[src/rtl/irq_vector_wake_pkg.sv]
package irq_vector_wake_pkg;

    typedef enum logic [1:0] {
        PM_RUN  = 2'd0,
        PM_WAIT = 2'd1,
        PM_STOP = 2'd2,
        PM_DEEP = 2'd3
    } pmode_e;

    typedef struct packed {
        logic       hit;
        logic [7:0] ofs;
    } pick_t;

    localparam logic [7:0] RESET_BASE = 8'hFF;
    localparam logic [7:0] OFS_FIRST  = 8'h80;

    function automatic logic [7:0] slot_ofs(input int unsigned idx);
        return OFS_FIRST + 8'(idx * 2);
    endfunction

endpackage

[src/rtl/iv_sync.sv]
module iv_sync #(
    parameter int W = 8
) (
    input  logic         clk,
    input  logic         rst,
    input  logic [W-1:0] d,
    output logic [W-1:0] q
);
    for (genvar b = 0; b < W; b++) begin : g_bit
        logic s1, s2;
        always_ff @(posedge clk) begin
            if (rst) begin
                s1 <= 1'b0;
                s2 <= 1'b0;
            end else begin
                s1 <= d[b];
                s2 <= s1;
            end
        end
        assign q[b] = s2;
    end
endmodule

[src/rtl/iv_arbiter.sv]
module iv_arbiter
    import irq_vector_wake_pkg::*;
#(
    parameter int N_IRQ = 8
) (
    input  logic [N_IRQ-1:0] req,
    input  logic             xreq,
    input  logic             mask_i,
    input  logic             mask_x,
    output pick_t            pick
);
    always_comb begin
        pick.hit = 1'b0;
        pick.ofs = slot_ofs(0);
        for (int i = N_IRQ - 1; i >= 0; i--) begin
            if (req[i] && !mask_i) begin
                pick.hit = 1'b1;
                pick.ofs = slot_ofs(i + 1);
            end
        end
        if (xreq && !mask_x) begin
            pick.hit = 1'b1;
            pick.ofs = slot_ofs(0);
        end
    end
endmodule

[src/rtl/iv_wake.sv]
module iv_wake
    import irq_vector_wake_pkg::*;
#(
    parameter int               N_IRQ     = 8,
    parameter logic [N_IRQ-1:0] ASYNC_SRC = '1
) (
    input  logic [N_IRQ-1:0] req,
    input  logic             xreq,
    input  logic             mask_i,
    input  pmode_e           mode,
    output logic             wake
);
    logic any_all, any_async;

    assign any_all   = |req;
    assign any_async = |(req & ASYNC_SRC);

    always_comb begin
        unique case (mode)
            PM_RUN:  wake = 1'b0;
            PM_WAIT: wake = xreq | (!mask_i & any_all);
            default: wake = xreq | (!mask_i & any_async);
        endcase
    end
endmodule

[src/rtl/irq_vector_wake.sv]
module irq_vector_wake
    import irq_vector_wake_pkg::*;
#(
    parameter int               N_IRQ     = 8,
    parameter logic [N_IRQ-1:0] ASYNC_SRC = N_IRQ'(8'h0F)
) (
    input  logic             clk,
    input  logic             rst,
    input  logic [N_IRQ-1:0] irq_req,
    input  logic             xirq_req,
    input  logic             mask_i,
    input  logic             mask_x,
    input  logic [1:0]       pmode,
    input  logic             cfg_we,
    input  logic [7:0]       cfg_wdata,
    output logic [7:0]       cfg_base,
    output logic             int_pending,
    output logic [15:0]      int_vector,
    output logic             wake
);
    localparam int SYNC_W = N_IRQ + 1;

    logic [SYNC_W-1:0] req_sync;
    pick_t             pick;
    logic [7:0]        base_q;
    logic              pend_q;
    logic [15:0]       vec_q;

    iv_sync #(.W(SYNC_W)) u_sync (
        .clk (clk),
        .rst (rst),
        .d   ({xirq_req, irq_req}),
        .q   (req_sync)
    );

    iv_arbiter #(.N_IRQ(N_IRQ)) u_arb (
        .req    (req_sync[N_IRQ-1:0]),
        .xreq   (req_sync[N_IRQ]),
        .mask_i (mask_i),
        .mask_x (mask_x),
        .pick   (pick)
    );

    iv_wake #(.N_IRQ(N_IRQ), .ASYNC_SRC(ASYNC_SRC)) u_wake (
        .req    (irq_req),
        .xreq   (xirq_req),
        .mask_i (mask_i),
        .mode   (pmode_e'(pmode)),
        .wake   (wake)
    );

    always_ff @(posedge clk) begin
        if (rst) begin
            base_q <= RESET_BASE;
        end else if (cfg_we) begin
            base_q <= cfg_wdata;
        end
    end

    always_ff @(posedge clk) begin
        if (rst) begin
            pend_q <= 1'b0;
            vec_q  <= {RESET_BASE, slot_ofs(0)};
        end else begin
            pend_q <= pick.hit;
            vec_q  <= {base_q, pick.ofs};
        end
    end

    assign cfg_base    = base_q;
    assign int_pending = pend_q;
    assign int_vector  = vec_q;
endmodule

[config.mk]
export PLATFORM = sky130hd
export DESIGN_NAME = irq_vector_wake
export DESIGN_NICKNAME = d
export VERILOG_FILES = /design/src/rtl/irq_vector_wake_pkg.sv /design/src/rtl/iv_sync.sv /design/src/rtl/iv_arbiter.sv /design/src/rtl/iv_wake.sv /design/src/rtl/irq_vector_wake.sv
export SDC_FILE = /design/constraint.sdc
export NUM_CORES = 1
export LEC_CHECK = 0
export ABC_AREA = 1
export BUFFER_PORTS_ARGS = -buffer_cell sky130_fd_sc_hd__buf_2
export CORE_MARGIN = 10
export CORE_UTILIZATION = 46
export DETAILED_ROUTE_END_ITERATION = 10
export PLACE_DENSITY_LB_ADDON = 0.2
export SKIP_LAST_GASP = 1
export SYNTH_ARGS = -nofsm -noshare
export SYNTH_HDL_FRONTEND = slang
export SYNTH_SLANG_ARGS = --single-unit
[constraint.sdc]
create_clock -name clk -period 2.2 [get_ports clk]
set_input_delay 0.44 -clock clk [delete_from_list [all_inputs] [get_ports clk]]
set_output_delay 0.44 -clock clk [all_outputs]
set_load 0.02 [all_outputs]
After elaboration in Yosys (flattened, before gate mapping)
Index checks and enable logic that the tools add are counted.
{"block": "classes", "reduce_logical": 18, "n_bitwise": 4, "n_eq_ne": 1, "muxes": 10}
{"op": "9-bit 2-to-1 mux", "n": 9}
{"op": "1-bit logical AND", "n": 9}
{"op": "9-bit OR reduction", "n": 1}
{"op": "8-bit OR reduction", "n": 1}
{"op": "5-bit OR reduction", "n": 1}
{"op": "4-bit OR reduction", "n": 1}
{"op": "3-bit OR reduction", "n": 1}
{"op": "1-bit bitwise AND", "n": 2}
{"op": "2-bit by 1-bit equality test with 1-bit output (second input constant)", "n": 1}
{"op": "1-bit zero test", "n": 2}
{"op": "2-bit zero test", "n": 1}
{"op": "1-bit bitwise OR", "n": 2}
{"op": "1-bit one-hot mux with 2 select lines", "n": 1}
{"op": "2-bit OR reduction", "n": 1}
{"block": "word_totals", "elab_cells": 58, "output_inout_bits": 26, "in_bits": 24, "ff_bits": 43}

Depth between registers and ports, before layout
{"block": "depth", "depth_word": 11, "depth_mapped": 7, "ltp_nobuf": 7}

Cells and area by module
A second synthesis with hierarchy kept.
{"block": "unflattened", "hier_cells": 194, "area_unflattened_um2": 1567.8}
{"mod": "irq_vector_wake", "area_each_um2": 740.7, "cells_per_inst": 78, "seq_area_each_um2": 500.5, "n_inst": 1}
{"mod": "iv_sync", "area_each_um2": 589.3, "cells_per_inst": 65, "seq_area_each_um2": 360.3, "n_inst": 1}
{"mod": "iv_arbiter", "area_each_um2": 171.4, "cells_per_inst": 36, "seq_area_each_um2": 0.0, "n_inst": 1}
{"mod": "iv_wake", "area_each_um2": 66.3, "cells_per_inst": 15, "seq_area_each_um2": 0.0, "n_inst": 1}

Worst setup path before layout
Ideal clock, no wire load.
{"block": "synth_timing", "path_kind": "input-to-output", "from": "input port pmode[0]", "to": "output port wake", "arrival_time_ns": 1.022, "stages": 6, "n_path_buf": 0, "required_ns": 1.760, "setup_slack_ns": 0.738, "cell_sequence": "inv_1 -> nor2_1 -> nand2_1 -> nand2_1 -> nand2_1 -> a21oi_1"}
{"block": "synth_via", "elab_chain_len": 2, "word_cells_on_any_way": 3, "classes_between": "eq/ne: 1; mux: 1; reduce/logical: 1"}
{"item": "from (decl)", "line_no": "irq_vector_wake.sv:13", "source": "input logic [1:0] pmode,"}
{"item": "2-bit by 1-bit equality test with 1-bit output / 2-bit zero test (equally long branches)", "line_no": "iv_wake.sv:19", "source": "unique case (mode)"}
{"item": "1-bit one-hot mux with 2 select lines (*)", "line_no": "iv_wake.sv:19"}
{"item": "to (decl)", "line_no": "irq_vector_wake.sv:19", "source": "output logic wake"}
Mark *: on every way between the ends. The rest lies on a longest branch, timed or not.

Worst setup path in the final report
{"block": "layout_timing", "from": "input port irq_req[1]", "to": "output port wake"}
{"block": "layout_via", "elab_chain_len": 4, "word_cells_on_any_way": 7, "classes_between": "mux: 1; bitwise: 4; reduce/logical: 2"}
{"item": "from (decl)", "line_no": "irq_vector_wake.sv:9", "source": "input logic [N_IRQ-1:0] irq_req,"}
{"item": "8-bit OR reduction / 4-bit OR reduction (equally long branches)", "line_no": "iv_wake.sv:15, iv_wake.sv:16"}
{"item": "1-bit bitwise AND (on tied branches)", "line_no": "iv_wake.sv:21, iv_wake.sv:22"}
{"item": "1-bit bitwise OR (on tied branches)", "line_no": "iv_wake.sv:21, iv_wake.sv:22"}
{"item": "1-bit one-hot mux with 2 select lines (*)", "line_no": "iv_wake.sv:19"}
Marks and branches as above.

==> flow_summary_export.csv <==
group,metric,value,unit
run_status,outcome,"complete, no violations",
timing,setup_tns,0,ns
detailed_routing,ant_nets,0,
detailed_routing,vias_per_cell,4.45,
critical_path,r2r_cells,3,
final_layout,antenna_cells,0,
placed_design,numPortBuffers,45,
logic_synthesis,synth.distinct_cells,25,
power,clkPwrFrac,32.4,%
placed_design,dpl.hpwl,2.12,mm
clock_tree,insertion_delay,0.33,ns
detailed_routing,drt-initial-drc-count,37,
power,p_leak,0.000862,uW
logic_synthesis,synthFlopType,"dfxtp_1",
min_path,holdPathEnd,"cfg_base[2]",
min_path,hold_class,"primary input to flop",
critical_path,crit_type,"primary input to output pin",
final_layout,fill_cells,279,
min_path,min-delay-start,"cfg_wdata[2]",
detailed_routing,num_vias,1063,
critical_path,crit_chain,"buf_2, inv_1, nand2_1, nor3_1, nand2_1, nand2_1, a21oi_1, buf_2",
logic_synthesis,synth-seq-cells,39,
power,pwr-share-comb,11.7,%
logic_synthesis,syn_area,1380,sq um
critical_path,cp_max_fo,2,
floorplanning,dieArea,5580,sq um
logic_synthesis,synth_edf_count,0,
global_route,grtUsageTotal,10.3,%
global_route,antenna_found_initial,0,
power,seqPwrFrac,56.0,%
detailed_routing,post_drt_wl_per_cell,11.0,microns
critical_path,slowest_delay,0.15,ns
final_layout,drive_gt1_share,32.2,%
final_layout,multi_input_area,423,sq um
floorplanning,num_rows,19,
power,power_density,817,nW/um^2
detailed_routing,drt_pass1_iterations,4,
critical_path,worst-r2r-setup-slack,1.34,ns
timing,period_needed,1.56,ns
global_route,grt_pass1_wl,4.42,mm
floorplanning,start_util,49.0,%
logic_synthesis,async_flop_share,0,%
logic_synthesis,seq_area_frac_synth,56.8,%
timing,skew,0.00983,ns
floorplanning,coreArea,2810,sq um
power,swShare,23.5,%
clock_tree,clock_tree.root_cell,"clkbuf_4",
global_route,grt_max_degree,29,
global_route,grt_pass1_vias,1081,
final_layout,syn_to_final_growth,20.3,%
logic_synthesis,syn_area_per_cell,8.44,sq um
timing,final-setup-viol-count,0,
final_layout,ff_latch_area,781,sq um
clock_tree,cts_made_buffers,5,
floorplanning,die_h,74.7,microns
power,peakVddDrop,0.542,mV
floorplanning,die_w,74.7,microns
timing,hold_violations,0,
logic_synthesis,synthCells,163,
final_layout,fin_nets,232,
global_route,overflow,0,
critical_path,critPathLaunch,"irq_req[1]",
detailed_routing,wl,2.62,mm
logic_synthesis,ys_warn_count,0,
timing,fmax,642,MHz
critical_path,cp_common_cell,"nand2_1",
critical_path,worstReg2RegEnd,"int_pending",
clock_tree,cts_setup_buffers,0,
job,maxCapViolations,0,
timing,fin_crit_sh,70.8,%
clock_tree,tritoncts,"yes",
critical_path,critPathRequiredTime,1.76,ns
clock_tree,clk_pin_slew_worst_paths,0.10,ns
timing,rsz0062_at_grt,"no",
critical_path,crit_path_end_kind,"output pin",
clock_tree,cts_hold_buf,0,
clock_tree,htree_levels,2,
critical_path,r2r-start,"u_sync.g_bit[6].s2",
detailed_routing,drc,0,
timing,drv_slew,0,
clock_tree,clockBufferDepth,2,
critical_path,startpoint_type,"primary input",
clock_tree,cts_sinks,39,
floorplanning,ioPinCount,50,
critical_path,critical_path_arrival,1.12,ns
power,intPower,1030,uW
critical_path,crit_slowest_cell,"buf_2",
min_path,min_path_cells,3,
placed_design,place.gp.congestion,0.804,
timing,hold_slack,0.316,ns
power,power_switching,317,uW
clock_tree,postCtsResizedCells,0,
Yosys cell counts, types with 3 or more instances:
library cell | count | area share, %
dfxtp_1 | 39 | 57
inv_1 | 28 | 7.6
nand2_1 | 24 | 6.6
nor2_1 | 24 | 6.6
a21oi_1 | 7 | 2.5
nand3_1 | 6 | 2.2
buf_4 | 5 | 2.7
o21ai_0 | 5 | 1.8
buf_2 | 3 | 1.1
nand2_2 | 3 | 1.4
or2_2 | 3 | 1.4
flip-flops by register name, summed over array words and instances, names as in the netlist:
signal           cells
cfg_base             8
int_vector          12
u_sync.g_bit.s2      9
int_pending          1
u_sync.g_bit.s1      9
cell usage in the layout (no fill, tap or decap), drive strengths merged:
cell | synthesis | layout
buf | 9 | 45
dfxtp | 39 | 39
inv | 30 | 30
nand2 | 29 | 29
nor2 | 26 | 26
a21oi | 8 | 8
nand3 | 7 | 7
o21ai | 6 | 6
clkbuf | 0 | 6
conb | 2 | 4
or2 | 3 | 3
nor3 | 1 | 1
o21a | 1 | 1
a31oi | 1 | 1
nand4 | 1 | 1
bufinv | 0 | 1
per-layer routing:
metal | up-vias | GRT usage [%] | share of wire [%]
met5 | - | 0 | 0
met1 | 462 | 9.78 | 39
li1 | 562 | - | -
met2 | 37 | 18.2 | 48
met3 | 2 | 4.86 | 12
met4 | 0 | 5.67 | 0.53
critical path, delay by kind of cell:
| kind | cells | cell delay, ns |
|---|---|---|
| and+or+nand+nor | 4 | 0.32 |
| buffers and inverters | 3 | 0.31 |
| AOI/OAI and AO/OA | 1 | 0.05 |
metrics by stage:
step                std cells  cell area [sq um]  power [uW]  utilization (%)  setup WS, ns
global route              239               1650        1430             59.0         0.546
global placement          232               1580         927             56.4         0.679
detailed placement        232               1580         934             56.4         0.638
finish                    239               1650        1350             59.0         0.642
CTS                       239               1650        1370             59.0         0.631
floorplan                 165               1380         882                -         0.738
how the worst max path moves through the flow:
| stage | cells after the start | slack, ns | to |
|---|---|---|---|
| after floorplan | 6 | 0.74 | wake |
| after global placement | 8 | 0.68 | wake |
| after detailed placement | 8 | 0.64 | wake |
| after CTS | 8 | 0.63 | wake |
| after global routing | 8 | 0.55 | wake |
| final | 8 | 0.64 | wake |
layout make-up:
type                            count  share of cell area (%)
Clock buffer                        6                    2.50
Clock inverter                      1                    1.82
Inverter                           30                    6.96
Multi-Input combinational cell     87                    25.6
Sequential cell                    39                    47.2
Tap cell                           31                    2.34
Timing Repair Buffer               45                    13.6
power by group through the flow:
stage / combinational (uW) / clock (uW) / sequential [uW]
after floorplan: 82.3 / 0 / 800
after global placement: 156 / 0 / 771
after detailed placement: 160 / 0 / 773
after CTS: 161 / 454 / 757
after global routing: 178 / 488 / 762
final: 158 / 437 / 756
cell families (layout without fill, tap and decap cells):
group | after synthesis | in the layout | share of synthesized area (%)
other | 2 | 4 | 0.546
and+or+nand+nor | 67 | 67 | 22.5
AOI/OAI and AO/OA | 16 | 16 | 7.19
buffers and inverters | 39 | 82 | 13.0
DFF | 39 | 39 | 56.8
Power figures use the tool's default switching activity.
